[config.mk]
export PLATFORM = sky130hd
export DESIGN_NAME = wdog_top
export DESIGN_NICKNAME = d
export VERILOG_FILES = /design/src/rtl/wdog_pkg.sv /design/src/rtl/wdog_period_dec.sv /design/src/rtl/wdog_bus_regs.sv /design/src/rtl/wdog_fsm.sv /design/src/rtl/wdog_top.sv
export SDC_FILE = /design/constraint.sdc
export NUM_CORES = 1
export LEC_CHECK = 0
export BUFFER_PORTS_ARGS = -buffer_cell sky130_fd_sc_hd__buf_4
export CORE_AREA = 2 2 90 92
export DETAILED_ROUTE_END_ITERATION = 12
export DIE_AREA = 0 0 92 94
export PLACE_DENSITY = 0.88
export SETUP_SLACK_MARGIN = 0.5
export SLEW_MARGIN = 30
export SYNTH_ARGS = -nofsm -noshare
export SYNTH_HDL_FRONTEND = slang
export SYNTH_SLANG_ARGS = --single-unit
[constraint.sdc]
create_clock -name clk -period 4.6 [get_ports clk]
set_input_delay 0.92 -clock clk [delete_from_list [all_inputs] [get_ports clk]]
set_output_delay 0.92 -clock clk [all_outputs]
set_load 0.005 [all_outputs]
[src/rtl/wdog_pkg.sv]
package wdog_pkg;

    localparam logic [7:0] OFS_ID     = 8'h00;
    localparam logic [7:0] OFS_CTRL   = 8'h10;
    localparam logic [7:0] OFS_KICK   = 8'h14;
    localparam logic [7:0] OFS_UNLOCK = 8'h18;
    localparam logic [7:0] OFS_STAT   = 8'h1C;

    localparam logic [15:0] UNLOCK_KEY = 16'h5AA5;
    localparam logic [15:0] KICK_KEY   = 16'hCAFE;

    localparam int CTRL_W = 11;

    typedef struct packed {
        logic [2:0] rst_sel;
        logic [3:0] int_sel;
        logic       rst_en;
        logic       int_en;
        logic       clk_bus;
        logic       run;
    } wd_ctrl_t;

    typedef enum logic [1:0] {
        ST_OFF      = 2'd0,
        ST_WAIT_INT = 2'd1,
        ST_WAIT_RST = 2'd2,
        ST_SPENT    = 2'd3
    } wd_state_e;

endpackage

[src/rtl/wdog_period_dec.sv]
module wdog_period_dec #(
    parameter int CNT_W = 32
) (
    input  logic [3:0]       int_sel,
    input  logic [2:0]       rst_sel,
    output logic [CNT_W-1:0] int_term,
    output logic [CNT_W-1:0] rst_term
);
    localparam int SH_W = $clog2(CNT_W);

    logic [SH_W-1:0] int_sh;
    logic [SH_W-1:0] rst_sh;

    always_comb begin
        case (int_sel)
            4'd0:    int_sh = SH_W'(6);
            4'd1:    int_sh = SH_W'(8);
            4'd2:    int_sh = SH_W'(10);
            4'd3:    int_sh = SH_W'(11);
            4'd4:    int_sh = SH_W'(12);
            4'd5:    int_sh = SH_W'(13);
            4'd6:    int_sh = SH_W'(14);
            4'd7:    int_sh = SH_W'(15);
            4'd8:    int_sh = SH_W'(17);
            4'd9:    int_sh = SH_W'(19);
            4'd10:   int_sh = SH_W'(21);
            4'd11:   int_sh = SH_W'(23);
            4'd12:   int_sh = SH_W'(25);
            4'd13:   int_sh = SH_W'(27);
            4'd14:   int_sh = SH_W'(29);
            default: int_sh = SH_W'(31);
        endcase
        rst_sh   = SH_W'(rst_sel) + SH_W'(7);
        // terminal count is one below the period length
        int_term = (CNT_W'(1) << int_sh) - CNT_W'(1);
        rst_term = (CNT_W'(1) << rst_sh) - CNT_W'(1);
    end
endmodule

[src/rtl/wdog_bus_regs.sv]
module wdog_bus_regs
    import wdog_pkg::*;
#(
    parameter int                ADDR_W   = 8,
    parameter int                DATA_W   = 32,
    parameter logic [DATA_W-1:0] ID_VALUE = '0
) (
    input  logic              clk,
    input  logic              rst_n,
    input  logic              psel,
    input  logic              penable,
    input  logic              pwrite,
    input  logic [ADDR_W-1:0] paddr,
    input  logic [DATA_W-1:0] pwdata,
    output logic [DATA_W-1:0] prdata,
    input  logic              int_fire,
    output wd_ctrl_t          ctrl_q,
    output logic              unlock_q,
    output logic              status_q,
    output logic              kick
);
    logic wr;
    logic hit_ctrl;
    logic hit_kick;
    logic hit_unlock;
    logic hit_stat;

    assign wr         = psel && penable && pwrite;
    assign hit_ctrl   = wr && (paddr == ADDR_W'(OFS_CTRL));
    assign hit_kick   = wr && (paddr == ADDR_W'(OFS_KICK));
    assign hit_unlock = wr && (paddr == ADDR_W'(OFS_UNLOCK));
    assign hit_stat   = wr && (paddr == ADDR_W'(OFS_STAT));

    // restart needs both a live unlock and the exact key
    assign kick = hit_kick && unlock_q && (pwdata == DATA_W'(KICK_KEY));

    // unlock lives for exactly one following write
    always_ff @(posedge clk or negedge rst_n) begin
        if (!rst_n) begin
            unlock_q <= 1'b0;
        end else if (wr) begin
            unlock_q <= hit_unlock && (pwdata == DATA_W'(UNLOCK_KEY));
        end
    end

    always_ff @(posedge clk or negedge rst_n) begin
        if (!rst_n) begin
            ctrl_q <= '0;
        end else if (hit_ctrl && unlock_q) begin
            ctrl_q <= wd_ctrl_t'(pwdata[CTRL_W-1:0]);
        end
    end

    // expiry has priority over a same-cycle clear
    always_ff @(posedge clk or negedge rst_n) begin
        if (!rst_n) begin
            status_q <= 1'b0;
        end else if (int_fire) begin
            status_q <= 1'b1;
        end else if (hit_stat && pwdata[0]) begin
            status_q <= 1'b0;
        end
    end

    always_comb begin
        prdata = '0;
        if (psel && !pwrite) begin
            case (paddr)
                ADDR_W'(OFS_ID):   prdata = ID_VALUE;
                ADDR_W'(OFS_CTRL): prdata = DATA_W'(ctrl_q);
                ADDR_W'(OFS_STAT): prdata = DATA_W'(status_q);
                default:           prdata = '0;
            endcase
        end
    end
endmodule

[src/rtl/wdog_fsm.sv]
module wdog_fsm
    import wdog_pkg::*;
#(
    parameter int CNT_W = 32
) (
    input  logic             clk,
    input  logic             rst_n,
    input  logic             run,
    input  logic             clk_bus,
    input  logic             rst_en,
    input  logic             ext_tick,
    input  logic             kick,
    input  logic [CNT_W-1:0] int_term,
    input  logic [CNT_W-1:0] rst_term,
    output logic             int_fire,
    output logic             sys_rst
);
    wd_state_e        state_q;
    wd_state_e        state_d;
    logic [CNT_W-1:0] cnt_q;
    logic             tick;
    logic             int_hit;
    logic             rst_hit;
    logic             rst_fire;

    assign tick    = clk_bus ? 1'b1 : ext_tick;
    assign int_hit = (state_q == ST_WAIT_INT) && tick && (cnt_q == int_term);
    assign rst_hit = (state_q == ST_WAIT_RST) && tick && (cnt_q == rst_term);

    // state register
    always_ff @(posedge clk or negedge rst_n) begin
        if (!rst_n) begin
            state_q <= ST_OFF;
        end else begin
            state_q <= state_d;
        end
    end

    // transitions: start, stop, kick, int_expire, rst_expire
    always_comb begin
        state_d = state_q;
        unique case (state_q)
            ST_OFF: begin
                if (run) state_d = ST_WAIT_INT;
            end
            ST_WAIT_INT: begin
                if (!run)         state_d = ST_OFF;
                else if (kick)    state_d = ST_WAIT_INT;
                else if (int_hit) state_d = ST_WAIT_RST;
            end
            ST_WAIT_RST: begin
                if (!run)         state_d = ST_OFF;
                else if (kick)    state_d = ST_WAIT_INT;
                else if (rst_hit) state_d = ST_SPENT;
            end
            ST_SPENT: begin
                if (!run)      state_d = ST_OFF;
                else if (kick) state_d = ST_WAIT_INT;
            end
            default: state_d = ST_OFF;
        endcase
    end

    // one counter serves both stages, cleared on every state change
    always_ff @(posedge clk or negedge rst_n) begin
        if (!rst_n) begin
            cnt_q <= '0;
        end else if (!run || kick || (state_d != state_q)) begin
            cnt_q <= '0;
        end else if (tick && ((state_q == ST_WAIT_INT) || (state_q == ST_WAIT_RST))) begin
            cnt_q <= cnt_q + CNT_W'(1);
        end
    end

    // outputs
    always_comb begin
        int_fire = run && !kick && int_hit;
        rst_fire = run && !kick && rst_hit && rst_en;
    end

    always_ff @(posedge clk or negedge rst_n) begin
        if (!rst_n) begin
            sys_rst <= 1'b0;
        end else begin
            sys_rst <= rst_fire;
        end
    end
endmodule

[src/rtl/wdog_top.sv]
module wdog_top
    import wdog_pkg::*;
#(
    parameter int                ADDR_W   = 8,
    parameter int                DATA_W   = 32,
    parameter int                CNT_W    = 32,
    parameter logic [DATA_W-1:0] ID_VALUE = DATA_W'(32'h0001_0000)
) (
    input  logic              clk,
    input  logic              rst_n,
    input  logic              psel,
    input  logic              penable,
    input  logic              pwrite,
    input  logic [ADDR_W-1:0] paddr,
    input  logic [DATA_W-1:0] pwdata,
    output logic [DATA_W-1:0] prdata,
    input  logic              ext_tick,
    output logic              irq,
    output logic              sys_rst
);
    wd_ctrl_t         ctrl_q;
    logic             unlock_q;
    logic             status_q;
    logic             kick;
    logic             int_fire;
    logic [CNT_W-1:0] int_term;
    logic [CNT_W-1:0] rst_term;

    wdog_bus_regs #(
        .ADDR_W  (ADDR_W),
        .DATA_W  (DATA_W),
        .ID_VALUE(ID_VALUE)
    ) u_regs (
        .clk     (clk),
        .rst_n   (rst_n),
        .psel    (psel),
        .penable (penable),
        .pwrite  (pwrite),
        .paddr   (paddr),
        .pwdata  (pwdata),
        .prdata  (prdata),
        .int_fire(int_fire),
        .ctrl_q  (ctrl_q),
        .unlock_q(unlock_q),
        .status_q(status_q),
        .kick    (kick)
    );

    wdog_period_dec #(
        .CNT_W(CNT_W)
    ) u_dec (
        .int_sel (ctrl_q.int_sel),
        .rst_sel (ctrl_q.rst_sel),
        .int_term(int_term),
        .rst_term(rst_term)
    );

    wdog_fsm #(
        .CNT_W(CNT_W)
    ) u_fsm (
        .clk     (clk),
        .rst_n   (rst_n),
        .run     (ctrl_q.run),
        .clk_bus (ctrl_q.clk_bus),
        .rst_en  (ctrl_q.rst_en),
        .ext_tick(ext_tick),
        .kick    (kick),
        .int_term(int_term),
        .rst_term(rst_term),
        .int_fire(int_fire),
        .sys_rst (sys_rst)
    );

    assign irq = status_q && ctrl_q.int_en;
endmodule

== Word-level counts from Yosys, hierarchy flattened ==
Memory sizes are Yosys's and may differ from the RTL's.
Index checks and enable logic that the tools add are counted.
Cells by class
  $add $sub $neg: 4
  muxes and demuxes: 17
  shift operators: 2
  equality and inequality tests: 12
  reduce and logical (&&, ||, !) cells: 32
Operator list (number)
  two-way mux 32 bit: 3
  == test 32 bit: 2
  << shifter 1 x 5 -> 32 bit (first input constant): 2
  subtractor 32 x 2 -> 32 bit (second input constant): 2
  one-hot mux 17 bit (3 select lines): 1
  adder 32 x 1 -> 32 bit (second input constant): 1
  == test 32 x 15 -> 1 bit (second input constant): 1
  == test 32 x 16 -> 1 bit (second input constant): 1
  == test 8 x 5 -> 1 bit (second input constant): 4
  logical AND 1 bit: 22
  two-way mux 2 bit: 9
  zero test 8 bit: 1
  one-hot mux 2 bit (4 select lines): 1
  adder 3 x 3 -> 4 bit (second input constant): 1
  == test 2 bit (second input constant): 2
  nonzero test 2 bit: 2
  zero test 1 bit: 3
  logical OR 1 bit: 3
  two-way mux 1 bit: 3
  == test 2 x 1 -> 1 bit (second input constant): 1
  zero test 2 bit: 1
  inequality test 2 bit: 1
Word-level totals
  input bits: 46
  memories kept: 1
  bits in read-only memories: 80
  logic and storage cells: 79
  bits in registers: 48
  output and inout port bits: 34
Memories
  (no name shown): depth 16, bits a word 5, rd ports 1, clocked after Yosys merged registers in 0, write ports 0, RTL line wdog_period_dec.sv:15  | case (int_sel)

== Depth between registers and ports, before layout ==
Gate-level depths: netlist of run 1.
  depth after elaboration: 12
  gate-level depth with buffers: 10
  depth with buffers taken out: 9

== Hierarchy ==
From an unflattened synthesis of run 1, not the netlist that was laid out.
Second synthesis, totals
  cells, all modules: 641
  area, all modules: 5248.8 um2
By module, submodules not included
  wdog_fsm: cells each 439, instances 1, area an instance 3662.3 um2, seq. area each 875.8 um2
  wdog_bus_regs: cells each 92, instances 1, area an instance 922.1 um2, seq. area each 325.3 um2
  wdog_period_dec: cells each 109, instances 1, area an instance 658.1 um2, seq. area each 0.0 um2
  wdog_top: cells each 1, instances 1, area an instance 6.3 um2, seq. area each 0.0 um2

== Least setup slack after synthesis of run 1 ==
OpenSTA, ideal clock, no wires.
  kind: input-to-reg
  from: input pwdata[12]
  to: register u_fsm.cnt_q[0]
  required time: 4477 ps
  stages: 8
  setup time: 123 ps
  arrival: 2797 ps
  path buffers: 1
  setup slack: 1680 ps
  path through: nand2b_1 or4_1 or4_4 nand2_2 o21bai_1 a32oi_2 buf_4 nor3b_2
On the way
  cells in the longest elaborated chain, start to end: 8
  elaborated cells between the ends (all ways): 14
  classes of those cells: eq/ne (2); mux (8); reduce/logical (4)
Ends and longest elaborated chain
  start, declared: RTL line wdog_top.sv:15  | input logic [DATA_W-1:0] pwdata,
  == test 32 x 16 -> 1 bit (*): RTL line wdog_bus_regs.sv:35  | assign kick = hit_kick && unlock_q && (pwdata == DATA_W'(KICK_KEY));
  logical AND 1 bit (*): RTL line wdog_bus_regs.sv:35
  two-way mux 2 bit (on tied branches): RTL line wdog_fsm.sv:58, wdog_fsm.sv:48, wdog_fsm.sv:53
  two-way mux 2 bit (on tied branches): RTL line wdog_fsm.sv:57, wdog_fsm.sv:47, wdog_fsm.sv:52
  one-hot mux 2 bit (4 select lines): RTL line wdog_fsm.sv:42  | unique case (state_q)
  inequality test 2 bit: RTL line wdog_fsm.sv:68  | end else if (!run || kick || (state_d != state_q)) begin
  logical OR 1 bit (*): RTL line wdog_fsm.sv:68
  two-way mux 32 bit or nonzero test 2 bit (tied branches)
  end signal, assigned: RTL line wdog_fsm.sv:71  | cnt_q <= cnt_q + CNT_W'(1);
  end, declared: RTL line wdog_fsm.sv:20  | logic [CNT_W-1:0] cnt_q;
Mark *: on every way between the ends. The rest lies on a longest branch, timed or not.
A chain may end at the register's enable or synchronous reset.

== Final worst setup path of run 1 ==
  from: register u_regs.ctrl_q[7] (netlist name)
  to: register u_fsm.cnt_q[18]
On the way
  cells in the longest elaborated chain, start to end: 12
  elaborated cells between the ends (all ways): 13
  classes of those cells: add/sub (1); eq/ne (2); shift (1); mux (5); reduce/logical (3); memory (1)
Ends and longest elaborated chain
  memory read (16 x 5 bit) (*)
  << shifter 1 x 5 -> 32 bit (*): RTL line wdog_period_dec.sv:35  | int_term = (CNT_W'(1) << int_sh) - CNT_W'(1);
  subtractor 32 x 2 -> 32 bit (*): RTL line wdog_period_dec.sv:35
  == test 32 bit (*): RTL line wdog_fsm.sv:27  | assign int_hit = (state_q == ST_WAIT_INT) && tick && (cnt_q == int_term);
  logical AND 1 bit (*): RTL line wdog_fsm.sv:27
  two-way mux 2 bit (*): RTL line wdog_fsm.sv:49  | else if (int_hit) state_d = ST_WAIT_RST;
  two-way mux 2 bit (*): RTL line wdog_fsm.sv:48  | else if (kick) state_d = ST_WAIT_INT;
  two-way mux 2 bit (*): RTL line wdog_fsm.sv:47  | if (!run) state_d = ST_OFF;
  one-hot mux 2 bit (4 select lines) (*): RTL line wdog_fsm.sv:42
  inequality test 2 bit (*): RTL line wdog_fsm.sv:68
  logical OR 1 bit (*): RTL line wdog_fsm.sv:68
  two-way mux 32 bit or nonzero test 2 bit (tied branches)
Marks and branches as above.

==> results of run 1 <==
-- report_power, final --
part / internal, uW / switching (uW)
Sequential: 442 / 38.8
Clock: 120 / 139
Combinational: 165 / 143
Total: 727 / 320
-- logic make-up (layout without fill, tap and decap cells) --
family	Yosys count	count (layout)
other	2	24
and+or+nand+nor	211	211
adders and majority gates	8	8
muxes	12	12
xor gates and xnor gates	46	46
buffers and inverters	64	81
AOI/OAI and AO/OA	62	62
DFF	48	48
-- layout make-up --
type	count	area share
inverter	12	0.00996
clock inverter	2	0.00221
sequential	48	0.266
multi-input combinational	363	0.574
clock buffer	6	0.0183
timing repair buffer	61	0.101
tap	102	0.0282
-- sequential cells by signal (all words and copies together) (netlist names) --
name and count:
u_regs.status_q 1, u_regs.ctrl_q 11, u_fsm.state_q 2, u_fsm.cnt_q 32, u_fsm.sys_rst 1, u_regs.unlock_q 1
-- Yosys cell counts (3+ instances only) --
cell and instances:
nand3_1 19, o211ai_1 3, xnor2_1 22, xor2_1 24, nor2b_1 4, o21ai_0 10
and4_1 3, nand3b_1 3, or3_1 3, nor2_1 26, buf_4 24, clkbuf_1 13
and2_1 13, dfrtp_1 48, or4_1 4, nor3b_2 30, buf_6 4, buf_2 11
a22oi_1 3, a31oi_1 3, nand4_1 15, nor4b_1 6, inv_1 12, a21oi_1 12
o2111ai_1 3, nor3_1 14, and3b_1 3, and3_1 6, mux2_2 10, nor4_1 8
o32ai_1 3, a211oi_1 3, or4_4 3, or2_2 4, nor4bb_1 3, nand2_1 34
ha_1 8
-- per-stage QoR --
stage / utilization / instance area (um^2) / power, uW / setup WS, ns / cells
finish: 0.594 / 4520 / 1050 / 1.19 / 594
global route: 0.594 / 4520 / 1100 / 0.933 / 594
CTS: 0.594 / 4520 / 1050 / 1.25 / 594
detailed placement: 0.582 / 4430 / 793 / 1.09 / 586
global placement: 0.582 / 4430 / 779 / 1.18 / 586
floorplan: - / 4170 / 738 / 1.68 / 475
-- worst paths after layout --
check,from,end,slack [ns],cells past startpoint
min reg2reg,u_regs.unlock_q$_DFFE_PN0P_,u_regs.unlock_q$_DFFE_PN0P_,0.53,2
min,u_regs.unlock_q$_DFFE_PN0P_,u_regs.unlock_q$_DFFE_PN0P_,0.53,2
max reg2reg,u_regs.ctrl_q[7]$_DFFE_PN0P_,u_fsm.cnt_q[18]$_DFFE_PN0P_,1.19,8
min in group asynchronous,rst_n,u_fsm.cnt_q[0]$_DFFE_PN0P_,0.62,1
max in group asynchronous,rst_n,u_fsm.cnt_q[26]$_DFFE_PN0P_,3.57,1
max,u_regs.ctrl_q[7]$_DFFE_PN0P_,u_fsm.cnt_q[18]$_DFFE_PN0P_,1.19,8
-- metal layers --
metal	part of all wire	up-vias	wire [um]	track usage
li1	-	1663	-	-
met3	0.080	33	794	0.0377
met2	0.47	187	4690	0.395
met1	0.41	1709	4050	0.282
met4	0.035	0	344	0.109
met5	0	-	0	0
-- tightest hold or removal path: cells and delay by family, from the launching register on --
kind	cells	cell delay (ns)
simple gates	2	0.12
flops	1	0.38
-- layout by cell type (no fill, tap or decap), types with 4 or more instances in the layout --
cell	count
ha_1	8
nand2_1	34
a21oi_1	12
mux2_2	10
inv_1	12
or2_2	4
nor4_1	8
or4_1	4
dfrtp_1	48
and2_1	13
nor4b_1	6
conb_1	24
nor3_1	14
o21ai_0	10
nand3_1	19
nor2_1	26
buf_4	61
xor2_1	24
nor2b_1	4
and3_1	6
xnor2_1	22
clkbuf_8	6
nand4_1	15
nor3b_2	30
==> impl_metrics.yaml, run 1 <==
power:
  p_leak_uw: 0.00197
  power_density_nw_per_um2: 232
  max-vdd-ir-drop_mv: 0.125
die:
  die_w_um: 92
  dieArea_um2: 8650
  initial_core_util: 0.538
  core-area_um2: 7610
  dieHeight_um: 94
  row_count: 32
  ioPinCount: 80
logic_synthesis:
  ys_seq_area_frac: 0.294
  synth_warnings: 0
  syn_avg_cell_area_um2: 9.03
  synth_fa_ha_area_frac: 0.0245
  synthXorXnorAreaFrac: 0.0985
  synth_edf_count: 0
  synthTopCellsByArea: "dfrtp_1, nor3b_2, xor2_1"
  synthMuxAreaShare: 0.0324
  synth_top_family_by_area: "simple AND/OR/NAND/NOR gates"
  synthCells: 453
  ys_seq_elements: 48
  synth_compound_area_frac: 0.111
  synthFlopType: "dfrtp_1"
  synth_area_um2: 4090
  ys_async_sr_fraction: 1.00
  yosys.area_share.simple: 0.346
  yosysTopAreaCell: "dfrtp_1"
  synthDistinctLibCells: 64
  synth_top_area_frac: 0.294
sta:
  fmax_ghz: 0.293
  fin_crit_ns: 3.41
  rsz0062_at_grt: "false"
  period_share: 0.742
  clock_skew_ns: 0.00639
  worstMarginPinSlew_ns: 0.784
  relSlewSlack: 0.478
  setup_viol: 0
  fin_tns_setup_ns: 0
  report.final.slew_viol_count: 0
  hold_violations: 0
  whs_ns: 0.526
critical_path:
  arrival_ns: 3.61
  path_common_cell: "nand4_1"
  critical-path-top-delay-family: "simple AND/OR/NAND/NOR gates"
  endpoint_kind: "flop"
  critPathRequiredTime_ns: 4.80
  cp_max_fo: 32
  path_class: "reg -> reg"
  crit_chain: "nand2_1, a211oi_1, nand4_1, nor4_1, nand4_1, a32oi_2, buf_4, and3b_1"
  critPathLaunchType: "flop"
  slowest_delay_ns: 0.85
  timing.critical_path.buf_inv: 1
  cp_slowest_cell: "dfrtp_1"
drt:
  wl_per_cell_um: 16.6
  drc: 0
  ant_nets: 0
  dr_total_vias: 3592
  drt_wl_total_um: 9870
  drt_iter0_markers: 284
  routed_via_density: 6.05
  dr.pass1.iters: 5
clocking:
  cts.repair.resized: 0
  insertion_delay_ns: 0.30
  cts_setup_buffers: 0
  cts_tree: "built"
  cts_buffers: 5
  ctsHoldBuffers: 0
  cts.sinks: 48
  cts_buffer_depth: 2
  path_clk_slew_ns: 0.09
  cts-root-buf: "clkbuf_8"
  cts_max_level: 2
global_route:
  grt_usage: 0.230
  grt_pass1_wl_um: 16100
  grt_pass1_vias: 3403
  overflow: 0
  antenna_found_initial: 0
  grt_max_degree: 49
run:
  cap_violations: 0
final_layout:
  nFillCells: 624
  multi_input_area_um2: 2600
  syn_to_final_growth_pct: 10.6
  diodes: 0
  drive_above_1_share: 0.256
  regArea_um2: 1200
  final_nets: 545
status:
  outcome: "completed"
placement:
  place.gp.congestion: 0.977
  dp.final_hpwl_um: 7340
  port_buffers: 59
hold_path:
  worstHoldPathType: "reg -> reg"
No activity file was read; power rests on OpenSTA's default activity.
==> inputs of run 2 (changes only) <==
Settings changed: CORE_AREA 2 2 90 92 to 2 2 93 95, DIE_AREA 0 0 92 94 to 0 0 95 97, PLACE_DENSITY 0.88 to 0.86.
Clock period 4.6 ns to 2.8 ns, I/O delays scaled along.
==> impl_metrics.yaml, run 2 (synthesis gave the netlist of run 1 again) <==
critical_path:
  critPathRequiredTime_ns: 3.00
  cp_slowest_cell: "or4_4"
  critical-path-top-delay-family: "simple AND/OR/NAND/NOR gates"
  slowest_delay_ns: 0.56
  path_class: "reg -> reg"
  critPathLaunchType: "flop"
  crit_chain: "or4_4, nor4_4, nand4_1, nor4_2, o32ai_2, a32oi_2, buf_4, buf_12, clkbuf_16, nor3b_2"
  endpoint_kind: "flop"
  cp_max_fo: 7
  arrival_ns: 2.81
  timing.critical_path.buf_inv: 3
power:
  p_leak_uw: 0.00230
  p_int_uw: 1360
  power_density_nw_per_um2: 382
  combPwrFrac: 0.330
  seqPwrFrac: 0.394
  p_clk_frac: 0.277
  p_sw_frac: 0.319
  p_switching_uw: 635
  max-vdd-ir-drop_mv: 0.277
status:
  outcome: "completed"
final_layout:
  final_cell_mix: "buf_4, dfrtp_1, nand2_1"
  regMostFlops: "u_fsm.cnt_q"
  fin_util: 0.642
  drive_above_1_share: 0.374
  syn_to_final_growth_pct: 27.6
  nFillCells: 597
  finalInstanceArea_um2: 5220
  diodes: 0
  final_nets: 593
  largest_register_ffs: 32
  final_common_cell: "buf_4"
  reg_top3: "u_fsm.cnt_q: 32 flops, u_regs.ctrl_q: 11 flops, u_fsm.state_q: 2 flops"
clocking:
  cts_tree: "built"
  insertion_delay_ns: 0.31
  cts_buffer_depth: 2
  cts_buffers: 5
  cts.sinks: 48
  ctsHoldBuffers: 0
  cts-root-buf: "clkbuf_8"
  cts_max_level: 2
  path_clk_slew_ns: 0.10
run:
  cap_violations: 0
placement:
  placedInstanceArea_um2: 4730
  place.gp.congestion: 0.933
  dp.final_hpwl_um: 7900
  port_buffers: 59
  pre_cts_slack_ns: 0.0411
sta:
  setup_viol: 0
  clock_skew_ns: 0.00793
  relSlewSlack: 0.600
  hold_violations: 0
  layout_setup_ws_ns: 0.193
  report.final.slew_viol_count: 0
  fin_crit_ns: 2.61
  rsz0062_at_grt: "true"
  fmax_ghz: 0.384
  fin_tns_setup_ns: 0
  period_share: 0.931
  whs_ns: 0.250
  worstMarginPinSlew_ns: 0.601
hold_path:
  worstHoldPathType: "in -> async"
global_route:
  grt_max_degree: 49
  grt_pass1_wl_um: 17500
  grt_usage: 0.237
  overflow: 0
  grt_pass1_vias: 3579
  antenna_found_initial: 0
drt:
  routed_via_density: 6.24
  wl_per_cell_um: 19.0
  dr_total_vias: 4024
  drt_wl_total_um: 12200
  drc: 0
  ant_nets: 0
  drt_iter0_markers: 462
  dr.pass1.iters: 5
die:
  core-area_um2: 8130
  row_count: 33
  dieArea_um2: 9220
  die_w_um: 95
  initial_core_util: 0.503
  ioPinCount: 80
  dieHeight_um: 97
run 2: path summary, 6_finish.rpt:
kind / startpoint / endpoint / slack [ns] / depth (start not counted)
max: u_fsm.cnt_q[24]$_DFFE_PN0P_ / u_fsm.cnt_q[17]$_DFFE_PN0P_ / 0.19 / 10
min: rst_n / u_fsm.cnt_q[1]$_DFFE_PN0P_ / 0.25 / 1
max reg2reg: u_fsm.cnt_q[24]$_DFFE_PN0P_ / u_fsm.cnt_q[17]$_DFFE_PN0P_ / 0.19 / 10
min reg2reg: u_regs.unlock_q$_DFFE_PN0P_ / u_regs.unlock_q$_DFFE_PN0P_ / 0.51 / 2
max in group asynchronous: rst_n / u_regs.ctrl_q[4]$_DFFE_PN0P_ / 2.10 / 1
min in group clk: pwdata[0] / u_regs.ctrl_q[0]$_DFFE_PN0P_ / 0.49 / 3
run 2: cell type report:
class,instances,area [um^2],area share
Clock buffer,6,82.6,0.0158
Sequential cell,48,1210,0.232
Clock inverter,2,38.8,0.00743
Timing Repair Buffer,109,950,0.182
Tap cell,105,131,0.0252
Multi-Input combinational cell,363,2760,0.529
Inverter,12,45.0,0.00863
run 2: repair_timing:
action	4_1_cts	5_1_grt
buffers inserted	2	8
pin swaps	6	9
cloned	2	3
resized for setup	13	37
setup endpoints to repair	45	44
run 2: power by group through the flow:
stage	Clock [uW]	Combinational [uW]	Sequential, uW
detailed placement	0	536	788
finish	551	657	785
CTS	544	607	775
global route	561	698	789
global placement	0	514	784
floorplan	0	433	780
run 2: stage by stage:
stage          std cells  total power (uW)
2_1_floorplan        475              1210
3_3_place_gp         622              1300
3_5_place_dp         622              1320
4_1_cts              634              1930
5_1_grt              645              2050
6_report             645              1990
run 2: routing by layer:
metal,track usage,up-vias,part of all wire,routed length [um]
met5,0,-,0,0
met4,0.0948,0,0.052,636
met3,0.0312,64,0.095,1170
met2,0.385,286,0.48,5840
met1,0.316,1908,0.38,4610
li1,-,1766,-,-
